[config.mk]
export PLATFORM = sky130hd
export DESIGN_NAME = wt_sound_bank
export DESIGN_NICKNAME = d
export VERILOG_FILES = /design/src/rtl/wt_pkg.sv /design/src/rtl/wt_sel_decode.sv /design/src/rtl/wt_channel.sv /design/src/rtl/wt_sound_bank.sv
export SDC_FILE = /design/constraint.sdc
export NUM_CORES = 2
export LEC_CHECK = 0
export CORE_MARGIN = 2
export CORE_UTILIZATION = 45
export CTS_CLUSTER_SIZE = 24
export DETAILED_ROUTE_END_ITERATION = 10
export PLACE_DENSITY = 0.71
export SLEW_MARGIN = 30
export SYNTH_ARGS = -nofsm -noshare
export SYNTH_HDL_FRONTEND = slang
export SYNTH_SLANG_ARGS = --single-unit
[constraint.sdc]
create_clock -name clk_i -period 3.4 [get_ports clk_i]
set_input_delay 0.85 -clock clk_i [delete_from_list [all_inputs] [get_ports clk_i]]
set_output_delay 0.85 -clock clk_i [all_outputs]
set_load 0.005 [all_outputs]
[src/rtl/wt_pkg.sv]
package wt_pkg;
  typedef enum logic [1:0] {
    MODE_STOP   = 2'b00,
    MODE_RST    = 2'b01,
    MODE_PLAY   = 2'b10,
    MODE_DIRECT = 2'b11
  } wt_mode_e;

  localparam int unsigned ADDR_W = 3;
  localparam logic [ADDR_W-1:0] A_SEL    = 3'd0;
  localparam logic [ADDR_W-1:0] A_CTRL   = 3'd1;
  localparam logic [ADDR_W-1:0] A_DATA   = 3'd2;
  localparam logic [ADDR_W-1:0] A_PAN    = 3'd3;
  localparam logic [ADDR_W-1:0] A_MPAN   = 3'd4;
  localparam logic [ADDR_W-1:0] A_PER_LO = 3'd5;
  localparam logic [ADDR_W-1:0] A_PER_HI = 3'd6;
endpackage

[src/rtl/wt_sel_decode.sv]
module wt_sel_decode
  import wt_pkg::*;
#(
  parameter int unsigned NCH = 6
) (
  input  logic              clk_i,
  input  logic              rst_ni,
  input  logic              wr_en_i,
  input  logic [ADDR_W-1:0] addr_i,
  input  logic [7:0]        data_i,
  output logic [NCH-1:0]    ch_wr_o
);
  localparam int unsigned SEL_W = (NCH > 1) ? $clog2(NCH) : 1;

  logic [SEL_W-1:0] sel_q;
  logic             sel_ok_q;
  logic             ch_access;

  always_ff @(posedge clk_i or negedge rst_ni) begin
    if (!rst_ni) begin
      sel_q    <= '0;
      sel_ok_q <= 1'b1;
    end else if (wr_en_i && addr_i == A_SEL) begin
      sel_q    <= data_i[SEL_W-1:0];
      sel_ok_q <= (32'(data_i) < NCH);
    end
  end

  assign ch_access = wr_en_i && sel_ok_q && addr_i != A_SEL && addr_i != A_MPAN;

  for (genvar i = 0; i < NCH; i++) begin : g_wr
    assign ch_wr_o[i] = ch_access && (sel_q == SEL_W'(i));
  end

  assert_onehot_wr_R2: assert property (@(posedge clk_i) disable iff (!rst_ni)
    $onehot0(ch_wr_o));
  assert_sel_write_free_R2: assert property (@(posedge clk_i) disable iff (!rst_ni)
    (wr_en_i && addr_i == A_SEL) |-> ch_wr_o == '0);
endmodule

[src/rtl/wt_channel.sv]
module wt_channel
  import wt_pkg::*;
#(
  parameter int unsigned DEPTH  = 32,
  parameter int unsigned SAMP_W = 5,
  parameter int unsigned PER_W  = 12,
  parameter int unsigned VOL_W  = 5
) (
  input  logic              clk_i,
  input  logic              rst_ni,
  input  logic              wr_i,
  input  logic [ADDR_W-1:0] addr_i,
  input  logic [7:0]        data_i,
  output logic [SAMP_W-1:0] sample_o,
  output logic [VOL_W-1:0]  volume_o,
  output logic [7:0]        pan_o
);
  localparam int unsigned AW   = $clog2(DEPTH);
  localparam int unsigned HI_W = PER_W - 8;

  logic [SAMP_W-1:0] tab_q [DEPTH];
  logic [AW-1:0]     ptr_q;
  logic [PER_W-1:0]  per_q, cnt_q, per_m1;
  wt_mode_e          mode_q;
  logic [VOL_W-1:0]  vol_q;
  logic [7:0]        pan_q;
  logic [SAMP_W-1:0] direct_q;
  logic              wr_ctrl, wr_data, wr_pan, wr_lo, wr_hi, step;

  assign wr_ctrl = wr_i && addr_i == A_CTRL;
  assign wr_data = wr_i && addr_i == A_DATA;
  assign wr_pan  = wr_i && addr_i == A_PAN;
  assign wr_lo   = wr_i && addr_i == A_PER_LO;
  assign wr_hi   = wr_i && addr_i == A_PER_HI;

  // period 0 wraps to all ones: a 4096-clock interval
  assign per_m1 = per_q - PER_W'(1);
  assign step   = (mode_q == MODE_PLAY) && (cnt_q >= per_m1);

  always_ff @(posedge clk_i or negedge rst_ni) begin
    if (!rst_ni) begin
      mode_q <= MODE_STOP;
      vol_q  <= '0;
      pan_q  <= '0;
      per_q  <= '0;
    end else begin
      if (wr_ctrl) begin
        mode_q <= wt_mode_e'(data_i[7:6]);
        vol_q  <= data_i[VOL_W-1:0];
      end
      if (wr_pan) pan_q <= data_i;
      if (wr_lo)  per_q[7:0] <= data_i;
      if (wr_hi)  per_q[PER_W-1:8] <= data_i[HI_W-1:0];
    end
  end

  always_ff @(posedge clk_i or negedge rst_ni) begin
    if (!rst_ni) begin
      ptr_q <= '0;
      cnt_q <= '0;
    end else begin
      if (mode_q == MODE_RST)                    ptr_q <= '0;
      else if (mode_q == MODE_STOP && wr_data)   ptr_q <= ptr_q + 1'b1;
      else if (step)                             ptr_q <= ptr_q + 1'b1;
      if (mode_q != MODE_PLAY || step) cnt_q <= '0;
      else                             cnt_q <= cnt_q + 1'b1;
    end
  end

  always_ff @(posedge clk_i) begin
    if (wr_data && mode_q == MODE_STOP) tab_q[ptr_q] <= data_i[SAMP_W-1:0];
  end

  always_ff @(posedge clk_i or negedge rst_ni) begin
    if (!rst_ni)                                 direct_q <= '0;
    else if (wr_data && mode_q == MODE_DIRECT)   direct_q <= data_i[SAMP_W-1:0];
  end

  always_comb begin
    unique case (mode_q)
      MODE_PLAY:   sample_o = tab_q[ptr_q];
      MODE_DIRECT: sample_o = direct_q;
      default:     sample_o = '0;
    endcase
  end

  assign volume_o = vol_q;
  assign pan_o    = pan_q;

  assert_ptr_held_R7: assert property (@(posedge clk_i) disable iff (!rst_ni)
    (mode_q == MODE_RST && $past(mode_q) == MODE_RST) |-> ptr_q == '0);
  assert_load_advance_R5: assert property (@(posedge clk_i) disable iff (!rst_ni)
    ($past(mode_q) == MODE_STOP && $past(wr_data)) |-> ptr_q == AW'($past(ptr_q) + 1'b1));
  assert_play_single_step_R8: assert property (@(posedge clk_i) disable iff (!rst_ni)
    ($past(mode_q) == MODE_PLAY && mode_q == MODE_PLAY)
      |-> (ptr_q == $past(ptr_q) || ptr_q == AW'($past(ptr_q) + 1'b1)));
  assert_direct_hold_R11: assert property (@(posedge clk_i) disable iff (!rst_ni)
    ($past(mode_q) == MODE_DIRECT && mode_q == MODE_DIRECT && !$past(wr_data))
      |-> $stable(sample_o));
endmodule

[src/rtl/wt_sound_bank.sv]
module wt_sound_bank
  import wt_pkg::*;
#(
  parameter int unsigned NCH    = 6,
  parameter int unsigned DEPTH  = 32,
  parameter int unsigned SAMP_W = 5,
  parameter int unsigned PER_W  = 12,
  parameter int unsigned VOL_W  = 5
) (
  input  logic                    clk_i,
  input  logic                    rst_ni,
  input  logic                    wr_en_i,
  input  logic [ADDR_W-1:0]       addr_i,
  input  logic [7:0]              wr_data_i,
  output logic [NCH*SAMP_W-1:0]   sample_o,
  output logic [NCH*VOL_W-1:0]    volume_o,
  output logic [NCH*8-1:0]        pan_o,
  output logic [7:0]              master_pan_o
);
  logic [NCH-1:0] ch_wr;
  logic [7:0]     mpan_q;

  wt_sel_decode #(.NCH(NCH)) u_sel (
    .clk_i   (clk_i),
    .rst_ni  (rst_ni),
    .wr_en_i (wr_en_i),
    .addr_i  (addr_i),
    .data_i  (wr_data_i),
    .ch_wr_o (ch_wr)
  );

  for (genvar i = 0; i < NCH; i++) begin : g_ch
    wt_channel #(
      .DEPTH (DEPTH),
      .SAMP_W(SAMP_W),
      .PER_W (PER_W),
      .VOL_W (VOL_W)
    ) u_ch (
      .clk_i    (clk_i),
      .rst_ni   (rst_ni),
      .wr_i     (ch_wr[i]),
      .addr_i   (addr_i),
      .data_i   (wr_data_i),
      .sample_o (sample_o[i*SAMP_W +: SAMP_W]),
      .volume_o (volume_o[i*VOL_W +: VOL_W]),
      .pan_o    (pan_o[i*8 +: 8])
    );
  end

  always_ff @(posedge clk_i or negedge rst_ni) begin
    if (!rst_ni)                              mpan_q <= '0;
    else if (wr_en_i && addr_i == A_MPAN)     mpan_q <= wr_data_i;
  end
  assign master_pan_o = mpan_q;

  assert_mpan_hold_R4: assert property (@(posedge clk_i) disable iff (!rst_ni)
    !$past(wr_en_i && addr_i == A_MPAN) |-> $stable(master_pan_o));
  assert_mpan_load_R4: assert property (@(posedge clk_i) disable iff (!rst_ni)
    $past(wr_en_i && addr_i == A_MPAN) |-> master_pan_o == $past(wr_data_i));
endmodule

==> results.md <==
* Crit path DAT at 2.85 ns
* Async S/R FF share, synth at 24.2%
* Synth unique cells at 75
* Final Instance Area at 66900 µm²
* Setup CP Type: flip-flop to output port
* Chip Height at 350 µm
* Most common flop cell mapped by yosys: edfxtp_1
* NumNets Final at 4164
* Io pins at 130
* TritonCTS clock tree: yes
* Number of global-route vias before repair at 32986
* Clock Latency Late Sink at 0.74 ns
* CTS root buffer: clkbuf_16
* Final RePlAce weighted congestion at 0.843
* Pre-CTS setup slack at -0.143 ns
* Antenna viol nets, final at 0
* Initial core utilization at 45.5%
* Power per cell area at 552 nW/µm²
* Syn Area/Cell at 15.8 µm²
* Routed len/inst at 21.9 µm
* Register area share after synthesis at 67.7%
* # rows at 126
* Syn Nets at 3531
* Worst-Margin Slew at 0.986 ns
* DRT Pass-1 Iters at 6
* CTS Sinks at 1266
* Status: finished with violations
* Setup violators final at 30
* Fmax at 270 MHz
* HP Class: input pin to async pin
* Fin worst setup slack at -0.302 ns
* Total of max-cap violations at 0
* H-Tree Depth at 4
* GR Overflow Total at 0
* CTS buffer count at 133
* First-pass GRT wire length at 195000 µm
* Synth Register Bits at 1266
* CTS Hold Bufs at 0
* Total Routed Length at 126000 µm
* Tmin final at 3.70 ns
* Mapped Cells at 3409
* Largest net degree at the start of global routing at 106
* Tot GR Track Use at 20.8%
* Via count at 32051
* Vias/cell at 5.57
* Worst vdd ir at 465 µV
* Clock transition at the registers of the reported paths at 0.06 ns
* Initial antenna violation count at 3
* I/O Buffers at 129
* Failing checks: negative setup slack
* Clk_skew at 0.0284 ns
* CTS Buffer Depth at 3
* DP Cell Count at 5420
* Commonest non-fill, non-tap cell in the layout: edfxtp_1
* Final Util at 56.5%
* Post-Layout Cell Count at 5751
* Synth Warn # at 0
* Die Area at 122000 µm²
* Die width at 350 µm
* Fraction of layout cells with a size suffix above 1 at 33.6%
* Worst rel slew slack at 34.3%
* Mapped cell area at 53900 µm²
* 1st-iter DRT viols at 2975
* Leakage at 24.3 nW
* Hold Vio Cnt, Final at 0
* Area growth from synthesis to final layout at 24.2%
* Final Cycle Share at 109%
* RSZ-0062 raised after global routing: yes
* Critical path fanouts, max at 4
* Data required time of the critical path at 2.55 ns
* Core area at 118000 µm²
* Startpoint types: flip-flop
* Crit path capture type: output port
* Detail Placement HPWL at 79300 µm
* Cell Area, Placed at 60300 µm²
* DRC violations left at 0
* Final-report max-slew violation count at 0
* Commonest cells after routing, fill and taps aside: edfxtp_1 (960), buf_4 (425), nor2_1 (338)
* Number of synthesized flops with an enable pin at 960
==> worst max-delay path, cell delays in order (launching register included) <==
cell,delay [ns]
dfrtp_2,0.40
buf_4,0.15
buf_16,0.12
mux4_2,0.53
nor2b_1,0.17
a311oi_2,0.28
a31oi_4,0.17
dlygate4sd2_1,0.30
==> worst paths after layout <==
kind / startpoint / end / slack (ns) / cells past startpoint
max: g_ch[4].u_ch.ptr_q[0] / sample_o[20] / -0.30 / 7
min: rst_ni / g_ch[3].u_ch.ptr_q[3] / 0.13 / 1
max reg2reg: g_ch[3].u_ch.per_q[2] / g_ch[3].u_ch.ptr_q[4] / 0.21 / 13
min reg2reg: u_sel.sel_ok_q / u_sel.sel_ok_q / 0.48 / 2
max in group asynchronous: rst_ni / g_ch[3].u_ch.per_q[8] / 2.40 / 2
min in group clk_i: u_sel.sel_ok_q / u_sel.sel_ok_q / 0.48 / 2
==> report_power, final <==
group / leakage, nW / total (mW) / internal (mW) / switching [mW]
Sequential: 12.8 / 17.2 / 16.9 / 0.308
Combinational: 9.39 / 5.22 / 2.53 / 2.69
Clock: 2.13 / 14.5 / 8.58 / 5.93
==> flip-flops by register name (all words and copies together) (netlist names) <==
register and cells:
g_ch.u_ch.ptr_q 30, u_sel.sel_q 3, g_ch.u_ch.tab_q 960, u_sel.sel_ok_q 1
master_pan_o 8, g_ch.u_ch.mode_q 12, g_ch.u_ch.per_q 72, g_ch.u_ch.direct_q 30
g_ch.u_ch.pan_o 48, g_ch.u_ch.volume_o 30, g_ch.u_ch.cnt_q 72
==> cell type report <==
cell class                      count  area [µm²]
Timing Repair Buffer              656        6080
Clock buffer                      175        3680
Sequential cell                  1266       36500
Multi-Input combinational cell   1923       17700
Clock inverter                     68         729
Antenna cell                        1        2.50
Fill cell                        8866       51500
Inverter                           62         233
Tap cell                         1600        2000
==> metal layers <==
layer  up-vias  global-route usage (%)  share of wire, %
li1      14359                       -                 -
met1     16347                    28.6                42
met2      1105                    33.0                48
met3       238                    4.03               6.8
met4         2                    7.57               3.0
met5         -                       0            0.0056
==> kinds of logic after synthesis <==
kind of cell    Yosys count  share of synthesized area [%]
flops                  1266                           67.7
compound gates          310                           3.78
xor+xnor                123                           2.00
fa+ha+maj               108                           2.51
simple gates            882                           7.77
buf+inv                 220                           1.63
mux                     500                           14.6
==> through the flow <==
stage,TNS [ns],hold slack [ns],power [mW]
CTS,-6.68,0.116,37.1
finish,-5.06,0.131,37.0
global route,-7.99,0.159,38.3
floorplan,0,0.463,20.2
global placement,-3.04,0.478,21.9
detailed placement,-8.78,0.477,22.0
==> what timing repair did <==
item / CTS / global route
buffers inserted: 60 / 27
resized for setup: 354 / 97
pin swaps: 100 / 68
setup endpoints to repair: 33 / 69
cloned: 12 / 1
==> cells in the mapped netlist, drive strengths merged, types with 25 or more instances <==
master	n	share of area, %
nand3	90	0.84
and3	33	0.38
o21ai	80	0.74
dfrtp	305	14
a22oi	25	0.35
buf	48	0.43
mux2i	85	1.6
nor2b	35	0.41
a31oi	27	0.34
xor2	54	0.88
nand2	176	1.2
nor3	65	0.63
clkbuf	110	0.77
a21oi	66	0.61
mux2	208	4.3
nor2	347	2.4
inv	62	0.43
ha	108	2.5
xnor2	69	1.1
mux4	207	8.7
edfxtp	960	54
Power figures use the tool's default switching activity.
